`src/rtl/cnt_host_pkg.sv`:
```
package cnt_host_pkg;
  typedef enum logic [2:0] {
    OP_NONE,
    OP_SEL,
    OP_CLR,
    OP_RD_LO,
    OP_RD_HI
  } bus_op_e;
endpackage

```
`src/rtl/cnt_host_decode.sv`:
```
module cnt_host_decode
  import cnt_host_pkg::*;
(
  input  logic    bus_sel_a,
  input  logic    bus_sel_b,
  input  logic    bus_wr,
  input  logic    bus_rd,
  output bus_op_e op
);
  // Reads win over writes; address A wins over B when both are flagged.
  always_comb begin
    op = OP_NONE;
    if (bus_rd && bus_sel_a)      op = OP_RD_LO;
    else if (bus_rd && bus_sel_b) op = OP_RD_HI;
    else if (bus_wr && bus_sel_a) op = OP_SEL;
    else if (bus_wr && bus_sel_b) op = OP_CLR;
  end
endmodule

```
`src/rtl/cnt_host_ctrl.sv`:
```
module cnt_host_ctrl
  import cnt_host_pkg::*;
#(
  parameter int NUM_CH = 4,
  parameter int DW     = 8,
  localparam int SW    = $clog2(NUM_CH),
  localparam int NPAIR = NUM_CH / 2
) (
  input  logic              clk,
  input  logic              rst,
  input  bus_op_e           op,
  input  logic [DW-1:0]     wdata,
  input  logic [NPAIR-1:0]  join_cfg,
  output logic [SW-1:0]     sel_q,
  output logic [NUM_CH-1:0] clr_q
);
  logic [SW-1:0] idx;
  assign idx = wdata[SW-1:0];

  always_ff @(posedge clk) begin
    if (rst)               sel_q <= '0;
    else if (op == OP_SEL) sel_q <= idx;
  end

  // Clear decode: the odd channel of a joined pair follows its even partner.
  for (genvar c = 0; c < NUM_CH; c++) begin : g_clr
    logic hit;
    if ((c % 2) == 0) begin : g_even
      assign hit = (idx == SW'(c));
    end else begin : g_odd
      assign hit = (idx == SW'(c)) || (join_cfg[c/2] && (idx == SW'(c - 1)));
    end
    always_ff @(posedge clk) begin
      if (rst) clr_q[c] <= 1'b0;
      else     clr_q[c] <= (op == OP_CLR) && hit;
    end
  end
endmodule

```
`src/rtl/cnt_host_snap.sv`:
```
module cnt_host_snap
  import cnt_host_pkg::*;
#(
  parameter int NUM_CH = 4,
  parameter int DW     = 8,
  localparam int CW    = 2 * DW,
  localparam int SNW   = 2 * CW,
  localparam int SW    = $clog2(NUM_CH),
  localparam int NPAIR = NUM_CH / 2,
  localparam int PW    = (NPAIR > 1) ? $clog2(NPAIR) : 1
) (
  input  logic               clk,
  input  logic               rst,
  input  bus_op_e            op,
  input  logic [SW-1:0]      sel_q,
  input  logic [NUM_CH*CW-1:0] cnt_vals,
  input  logic [NPAIR-1:0]   join_cfg,
  output logic [DW-1:0]      rd_data,
  output logic [SNW-1:0]     snap_q
);
  logic [CW-1:0] ch_cnt [NUM_CH];
  for (genvar c = 0; c < NUM_CH; c++) begin : g_unpack
    assign ch_cnt[c] = cnt_vals[c*CW +: CW];
  end

  logic [PW-1:0] pair_idx;
  logic [SW-1:0] part_idx;
  logic          pair_join;
  logic          odd_of_join;
  logic [CW-1:0] cur_cnt;
  logic [CW-1:0] part_cnt;
  logic          upper_q;

  assign pair_idx    = PW'(sel_q >> 1);
  assign part_idx    = sel_q | SW'(1);
  assign pair_join   = join_cfg[pair_idx];
  assign odd_of_join = pair_join && sel_q[0];
  assign cur_cnt     = ch_cnt[sel_q];
  assign part_cnt    = ch_cnt[part_idx];

  always_ff @(posedge clk) begin
    if (rst) begin
      snap_q  <= '0;
      upper_q <= 1'b0;
      rd_data <= '0;
    end else begin
      case (op)
        OP_RD_LO: begin
          if (odd_of_join) begin
            upper_q <= 1'b1;
            rd_data <= snap_q[CW +: DW];
          end else begin
            upper_q <= 1'b0;
            rd_data <= cur_cnt[DW-1:0];
            snap_q  <= pair_join ? {part_cnt, cur_cnt} : {{CW{1'b0}}, cur_cnt};
          end
        end
        OP_RD_HI: rd_data <= upper_q ? snap_q[CW+DW +: DW] : snap_q[DW +: DW];
        default: ;
      endcase
    end
  end
endmodule

```
`src/rtl/cnt_host_if.sv`:
```
module cnt_host_if
  import cnt_host_pkg::*;
#(
  parameter int NUM_CH = 4,
  parameter int DW     = 8,
  localparam int CW    = 2 * DW,
  localparam int SNW   = 2 * CW,
  localparam int SW    = $clog2(NUM_CH),
  localparam int NPAIR = NUM_CH / 2
) (
  input  logic                 clk,
  input  logic                 rst,
  input  logic                 bus_sel_a,
  input  logic                 bus_sel_b,
  input  logic                 bus_wr,
  input  logic                 bus_rd,
  input  logic [DW-1:0]        bus_wdata,
  input  logic [NUM_CH*CW-1:0] cnt_vals,
  input  logic [NPAIR-1:0]     join_cfg,
  output logic [NUM_CH-1:0]    clr_strobe,
  output logic [DW-1:0]        rd_data
);
  bus_op_e        op;
  logic [SW-1:0]  sel_q;
  logic [SNW-1:0] snap_q;

  cnt_host_decode u_dec (
    .bus_sel_a (bus_sel_a),
    .bus_sel_b (bus_sel_b),
    .bus_wr    (bus_wr),
    .bus_rd    (bus_rd),
    .op        (op)
  );

  cnt_host_ctrl #(.NUM_CH(NUM_CH), .DW(DW)) u_ctrl (
    .clk      (clk),
    .rst      (rst),
    .op       (op),
    .wdata    (bus_wdata),
    .join_cfg (join_cfg),
    .sel_q    (sel_q),
    .clr_q    (clr_strobe)
  );

  cnt_host_snap #(.NUM_CH(NUM_CH), .DW(DW)) u_snap (
    .clk      (clk),
    .rst      (rst),
    .op       (op),
    .sel_q    (sel_q),
    .cnt_vals (cnt_vals),
    .join_cfg (join_cfg),
    .rd_data  (rd_data),
    .snap_q   (snap_q)
  );
endmodule

```
`config.mk`:
```
export PLATFORM = sky130hd
export DESIGN_NAME = cnt_host_if
export DESIGN_NICKNAME = d
export VERILOG_FILES = /design/src/rtl/cnt_host_pkg.sv /design/src/rtl/cnt_host_decode.sv /design/src/rtl/cnt_host_ctrl.sv /design/src/rtl/cnt_host_snap.sv /design/src/rtl/cnt_host_if.sv
export SDC_FILE = /design/constraint.sdc
export NUM_CORES = 1
export LEC_CHECK = 0
export ABC_AREA = 1
export BUFFER_PORTS_ARGS = -buffer_cell sky130_fd_sc_hd__buf_2
export CAP_MARGIN = 0
export CORE_MARGIN = 4
export CORE_UTILIZATION = 40
export CTS_CLUSTER_DIAMETER = 100
export CTS_CLUSTER_SIZE = 12
export DETAILED_ROUTE_END_ITERATION = 8
export PLACE_DENSITY = 0.66
export REMOVE_ABC_BUFFERS = 1
export SLEW_MARGIN = 10
export SYNTH_ARGS = -nofsm -noshare
export SYNTH_HDL_FRONTEND = slang
export SYNTH_HIERARCHICAL = 1
export SYNTH_SLANG_ARGS = --single-unit
export TNS_END_PERCENT = 100
```
`constraint.sdc`:
```
create_clock -name clk -period 2.08 [get_ports clk]
set_clock_uncertainty 0.1 [all_clocks]
set_input_delay 0.416 -clock clk [delete_from_list [all_inputs] [get_ports clk]]
set_output_delay 0.416 -clock clk [all_outputs]
set_load 0.005 [all_outputs]
```
Yosys cells after proc, flatten, opt, wreduce, memory -nomap -nowiden
Cells that the tools add are included.
- register bits after elaboration: 47
- bits of input ports: 80
- output and inout bits: 12
- word-level logic and storage cells: 54
- order comparisons: 3
- equal/unequal tests: 7
- mux-type cells: 17
- bitwise operators: 3
- reduce and logical (&&, ||, !) cells: 16
- operators with widths (kind ; count):
    binary-select mux 16 bit (select 2 bit) ; 2
    two-way mux 16 bit ; 4
    two-way mux 32 bit ; 1
    two-way mux 8 bit ; 2
    case mux 8 bit (2 select lines) ; 1
    logical AND 1 bit ; 11
    two-way mux 3 bit ; 3
    equality test 3 x 2 -> 1 bit (second input constant) ; 2
    greater-or-equal comparator 3 bit (second input constant) ; 2
    NOT 2 -> 3 bit ; 2
    equality test 2 bit (second input constant) ; 2
    equality test 3 x 1 -> 1 bit (second input constant) ; 1
    equality test 3 bit (second input constant) ; 1
    two-way mux 1 bit ; 3
    equality test 2 x 1 -> 1 bit (second input constant) ; 1
    logical NOT 2 bit ; 1
    logical OR 1 bit ; 2
    less-than comparator 1 x 2 -> 1 bit (second input constant) ; 1
    two-way mux 2 bit ; 1
    AND reduction 2 bit ; 1
    nonzero test 2 bit ; 1
    NOT 1 bit ; 1

Depth between registers and ports, before layout
- word-level depth: 7
- depth in mapped cells: 11
- mapped depth without buffers: 11

Cells and area by module
Netlist, hierarchy kept.
- modules (own cells, without submodules) (module ; instances ; cells an instance ; area each (um^2) ; sequential area each (um^2)):
    cnt_host_snap ; 1 ; 395 ; 2477.4 ; 820.8
    cnt_host_ctrl ; 1 ; 30 ; 224.0 ; 120.1
    cnt_host_decode ; 1 ; 10 ; 46.3 ; 0.0

Least setup slack after synthesis
OpenSTA, ideal clock, no wires.
- path kind: input port to flip-flop
- start point: input bus_sel_b
- end point: register u_snap.snap_q[10]
- library setup time: 0.117 ns
- arrival: 1.488 ns
- required time: 1.863 ns
- slack: 0.375 ns
- stages on the path: 11
- path buffers: 2
- cell sequence: inv_1 nor2_1 nand2_1 nand2_1 nand3_2 inv_2 nand2_4 buf_6 buf_6 nor2_1 nor2_1
- longest elaborated chain between the ends: 7
- elaborated cells on any way between the ends: 8
- those cells by class: eq/ne (1); mux (4); reduce/logical (3)
- ends and longest elaborated chain (element ; RTL line ; RTL):
    start: declaration ; cnt_host_if.sv:14 ; input logic bus_sel_b,
    logical AND 1 bit ; cnt_host_decode.sv:16 ; else if (bus_wr && bus_sel_b) op = OP_CLR;
    two-way mux 2 bit ; cnt_host_decode.sv:16 ;
    two-way mux 3 bit ; cnt_host_decode.sv:15 ; else if (bus_wr && bus_sel_a) op = OP_SEL;
    two-way mux 3 bit (*) ; cnt_host_decode.sv:14 ; else if (bus_rd && bus_sel_b) op = OP_RD_HI;
    two-way mux 3 bit (*) ; cnt_host_decode.sv:13 ; if (bus_rd && bus_sel_a) op = OP_RD_LO;
    net op[1] ; cnt_host_if.sv:23 ; bus_op_e op;
    equality test 3 x 2 -> 1 bit (*) ; cnt_host_snap.sv:47 ; case (op)
    AND reduction 2 bit (no line) (*) ; - ;
    end signal: assignment ; cnt_host_snap.sv:55 ; snap_q <= pair_join ? {part_cnt, cur_cnt} : {{CW{1'b0}}, cur_cnt};
    end: declaration ; cnt_host_snap.sv:19 ; output logic [SNW-1:0] snap_q
The timed path passes the listed nets; every way through them passes the cells marked *.
A chain may end at the register's enable or synchronous reset.

Final worst setup path
- start point: register u_ctrl.sel_q[1]
- end point: register u_snap.snap_q[25]
- longest elaborated chain between the ends: 5
- elaborated cells on any way between the ends: 10
- those cells by class: mux (6); bitwise (2); reduce/logical (2)
- ends and longest elaborated chain (element ; RTL line ; RTL):
    start: declaration ; cnt_host_ctrl.sv:14 ; output logic [SW-1:0] sel_q,
    start signal: assignment ; cnt_host_ctrl.sv:22 ; else if (op == OP_SEL) sel_q <= idx;
    NOT 2 -> 3 bit (implied by the code) / two-way mux 1 bit (equally long branches) ; cnt_host_snap.sv:39, cnt_host_snap.sv:36 ;
    binary-select mux 16 bit (select 2 bit) / two-way mux 1 bit (equally long branches) ; cnt_host_snap.sv:39, cnt_host_snap.sv:36 ;
    two-way mux 16 bit (implied by the code) / logical AND 1 bit (equally long branches) ; cnt_host_snap.sv:39, cnt_host_snap.sv:37 ;
    two-way mux 16 bit (implied by the code) / NOT 1 bit (equally long branches) ; - ;
    two-way mux 32 bit / AND reduction 2 bit (equally long branches) ; - ;
Several ways; a longest one is shown, not always the timed one. The select of a mux whose other input is x is not followed.

==> reports/metrics.yaml <==
cells_and_area:
  nNetsFinal: 564
  multi_input_area_um2: 1420
  area_growth_pct: 24.1
  final_util: 0.516
  seqCellArea_um2: 781
  nFillCells: 648
  drive_gt1_frac: 0.272
  antenna_cells: 0
power:
  p_int_mw: 1.46
  p_clk_frac: 0.369
  p_leak_nw: 1.61
  seq_power_share: 0.400
  vdd_drop_max_v: 0.000455
  pwr-share-comb: 0.232
  powerDensity_nw_per_um2: 660
  switchingPower_mw: 0.570
  swShare: 0.281
setup_path:
  critPathRequiredTime_ns: 2.19
  startpoint: "u_ctrl/sel_q[1]$_SDFFE_PP0N_"
  rrSetupSlack_ns: 0.28
  worst_r2r_endpoint: "u_snap/snap_q[25]$_SDFFE_PP0P_"
  critical_path_class: "reg2reg"
  cp.arrival_ns: 1.91
  rr_startpoint: "u_ctrl/sel_q[1]$_SDFFE_PP0N_"
  cp_max_fo: 33
  end_kind: "flip-flop"
  rr_worst_depth: 8
  start_kind: "flip-flop"
logic_synthesis:
  avgSynthCellArea_um2: 6.15
  netlist_area_um2: 2480
  synth_cells: 403
  yosys_warnings: 6
floorplanning:
  die-area_um2: 7520
  io-pin-count: 92
  rows: 28
  die_h_um: 86.7
  start_util: 0.416
  core_area_um2: 5960
  die_width_um: 86.7
detailed_routing:
  remaining_drc_errors: 0
  drt_iter0_markers: 118
  first_pass_iters: 6
  avgRoutedWirePerCell_um: 11.0
  final_antenna_net_count: 0
  routed_wl_mm: 6.17
  vias: 2624
  viasPerCell: 4.69
clock_network:
  clock_sinks: 39
  clk_path_buf_depth: 2
  cts-root-buf: "clkbuf_8"
  cts_tree: "built"
  cts_buffers: 5
  postCtsHoldBufs: 0
  clock_latency_ns: 0.29
  post_cts.repair.setup_buffers: 0
  h-tree-depth: 2
  cts_resized: 0
  clkTransAtPathRegs_ns: 0.08
sta:
  fin_setup_tns_ns: 0
  min_period_ns: 1.80
  hold_slack_ns: 0.247
  worst_pin_slew_ns: 0.318
  setup_violations: 0
  worst_slew_margin_rel: 0.788
  setup_ws_ns: 0.282
  fmax_ghz: 0.556
  drv_slew: 0
  rsz0062_at_grt: "no"
  timing.final.crit_share: 0.864
  finalHoldViolCount: 0
placement:
  portBuffers: 85
  gp_congestion: 0.821
  dp_hpwl_mm: 4.68
  pre_cts_slack_ns: 0.159
worst_hold_path:
  whs_endpoint: "u_ctrl/clr_q[0]$_SDFF_PP0_"
  hold_path_depth: 2
  min_from: "bus_wdata[0]"
  hold_class: "in2reg"
grt:
  grt_pass1_vias: 2399
  grt_usage: 0.172
  antenna_found_initial: 0
  grt_max_degree: 34
  grt.overflow.total: 0
  grt_pass1_wl_mm: 10.5
outcome:
  outcome: "complete, no violations"
flow_run:
  drv_cap: 0
## state kept, by name (all words and copies together) (netlist names)
name	cells
u_ctrl/sel_q	2
u_ctrl/clr_q	4
u_snap/rd_data	8
u_snap/snap_q	24
u_snap/upper_q	1
## placed cells by master (no fill, tap or decap), types with 2 or more instances in the layout
| cell | n |
|---|---|
| dfxtp_1 | 39 |
| a22oi_2 | 7 |
| o31ai_1 | 7 |
| nand2_1 | 133 |
| buf_4 | 9 |
| nand3_1 | 40 |
| o21ai_0 | 14 |
| nor2_1 | 61 |
| nand2_2 | 2 |
| bufinv_16 | 2 |
| buf_2 | 85 |
| or2_2 | 7 |
| nand2_4 | 4 |
| clkinv_1 | 2 |
| o21ai_1 | 2 |
| clkbuf_8 | 5 |
| inv_1 | 33 |
| nand3_2 | 2 |
| inv_2 | 5 |
| a21oi_1 | 18 |
| nand4_1 | 2 |
## worst max path at each step
stage | slack, ns | to | cells past startpoint
floorplan | -0.02 | u_snap/snap_q[10]$_SDFFE_PP0P_ | 8
global placement | 0.19 | u_snap/snap_q[11]$_SDFFE_PP0P_ | 10
detailed placement | 0.16 | u_snap/snap_q[25]$_SDFFE_PP0P_ | 9
CTS | 0.26 | u_snap/snap_q[28]$_SDFFE_PP0P_ | 8
global route | 0.09 | u_snap/snap_q[12]$_SDFFE_PP0P_ | 8
finish | 0.28 | u_snap/snap_q[25]$_SDFFE_PP0P_ | 8
## power groups by stage
stage               Combinational (mW)  Sequential [mW]  Clock (mW)
global placement                 0.466            0.828           0
global route                     0.546            0.817       0.795
CTS                              0.475            0.812       0.761
finish                           0.470            0.811       0.748
detailed placement               0.472            0.829           0
floorplan                        0.283            0.844           0
## worst max-delay path, stage by stage, from the launching register on
cell and delay [ns]:
dfxtp_1 0.37, inv_4 0.28, nand2_4 0.11, nand2_8 0.12, nand2_4 0.10, nand2_4 0.23
buf_4 0.25, nand3_1 0.09, o31ai_1 0.07
## layer usage
| layer | share of wire | wire [µm] | GRT usage |
|---|---|---|---|
| met1 | 0.47 | 2880 | 0.215 |
| met2 | 0.47 | 2930 | 0.305 |
| met3 | 0.053 | 325 | 0.0314 |
| met4 | 0.0062 | 38 | 0.0382 |
| met5 | 0 | 0 | 0 |
## final cells by class
cell class	instances	area share
multi-input combinational	303	0.461
sequential	39	0.254
timing repair buffer	94	0.160
inverter	41	0.0509
tap	75	0.0305
clock buffer	6	0.0236
clock inverter	2	0.0195
## through the flow
step | instances | power, mW | instance area [µm²]
detailed placement | 552 | 1.30 | 2940
global placement | 552 | 1.29 | 2940
floorplan | 383 | 1.13 | 2360
CTS | 560 | 2.05 | 3080
finish | 560 | 2.03 | 3080
global route | 560 | 2.16 | 3080
(Power assumes the default switching activity.)
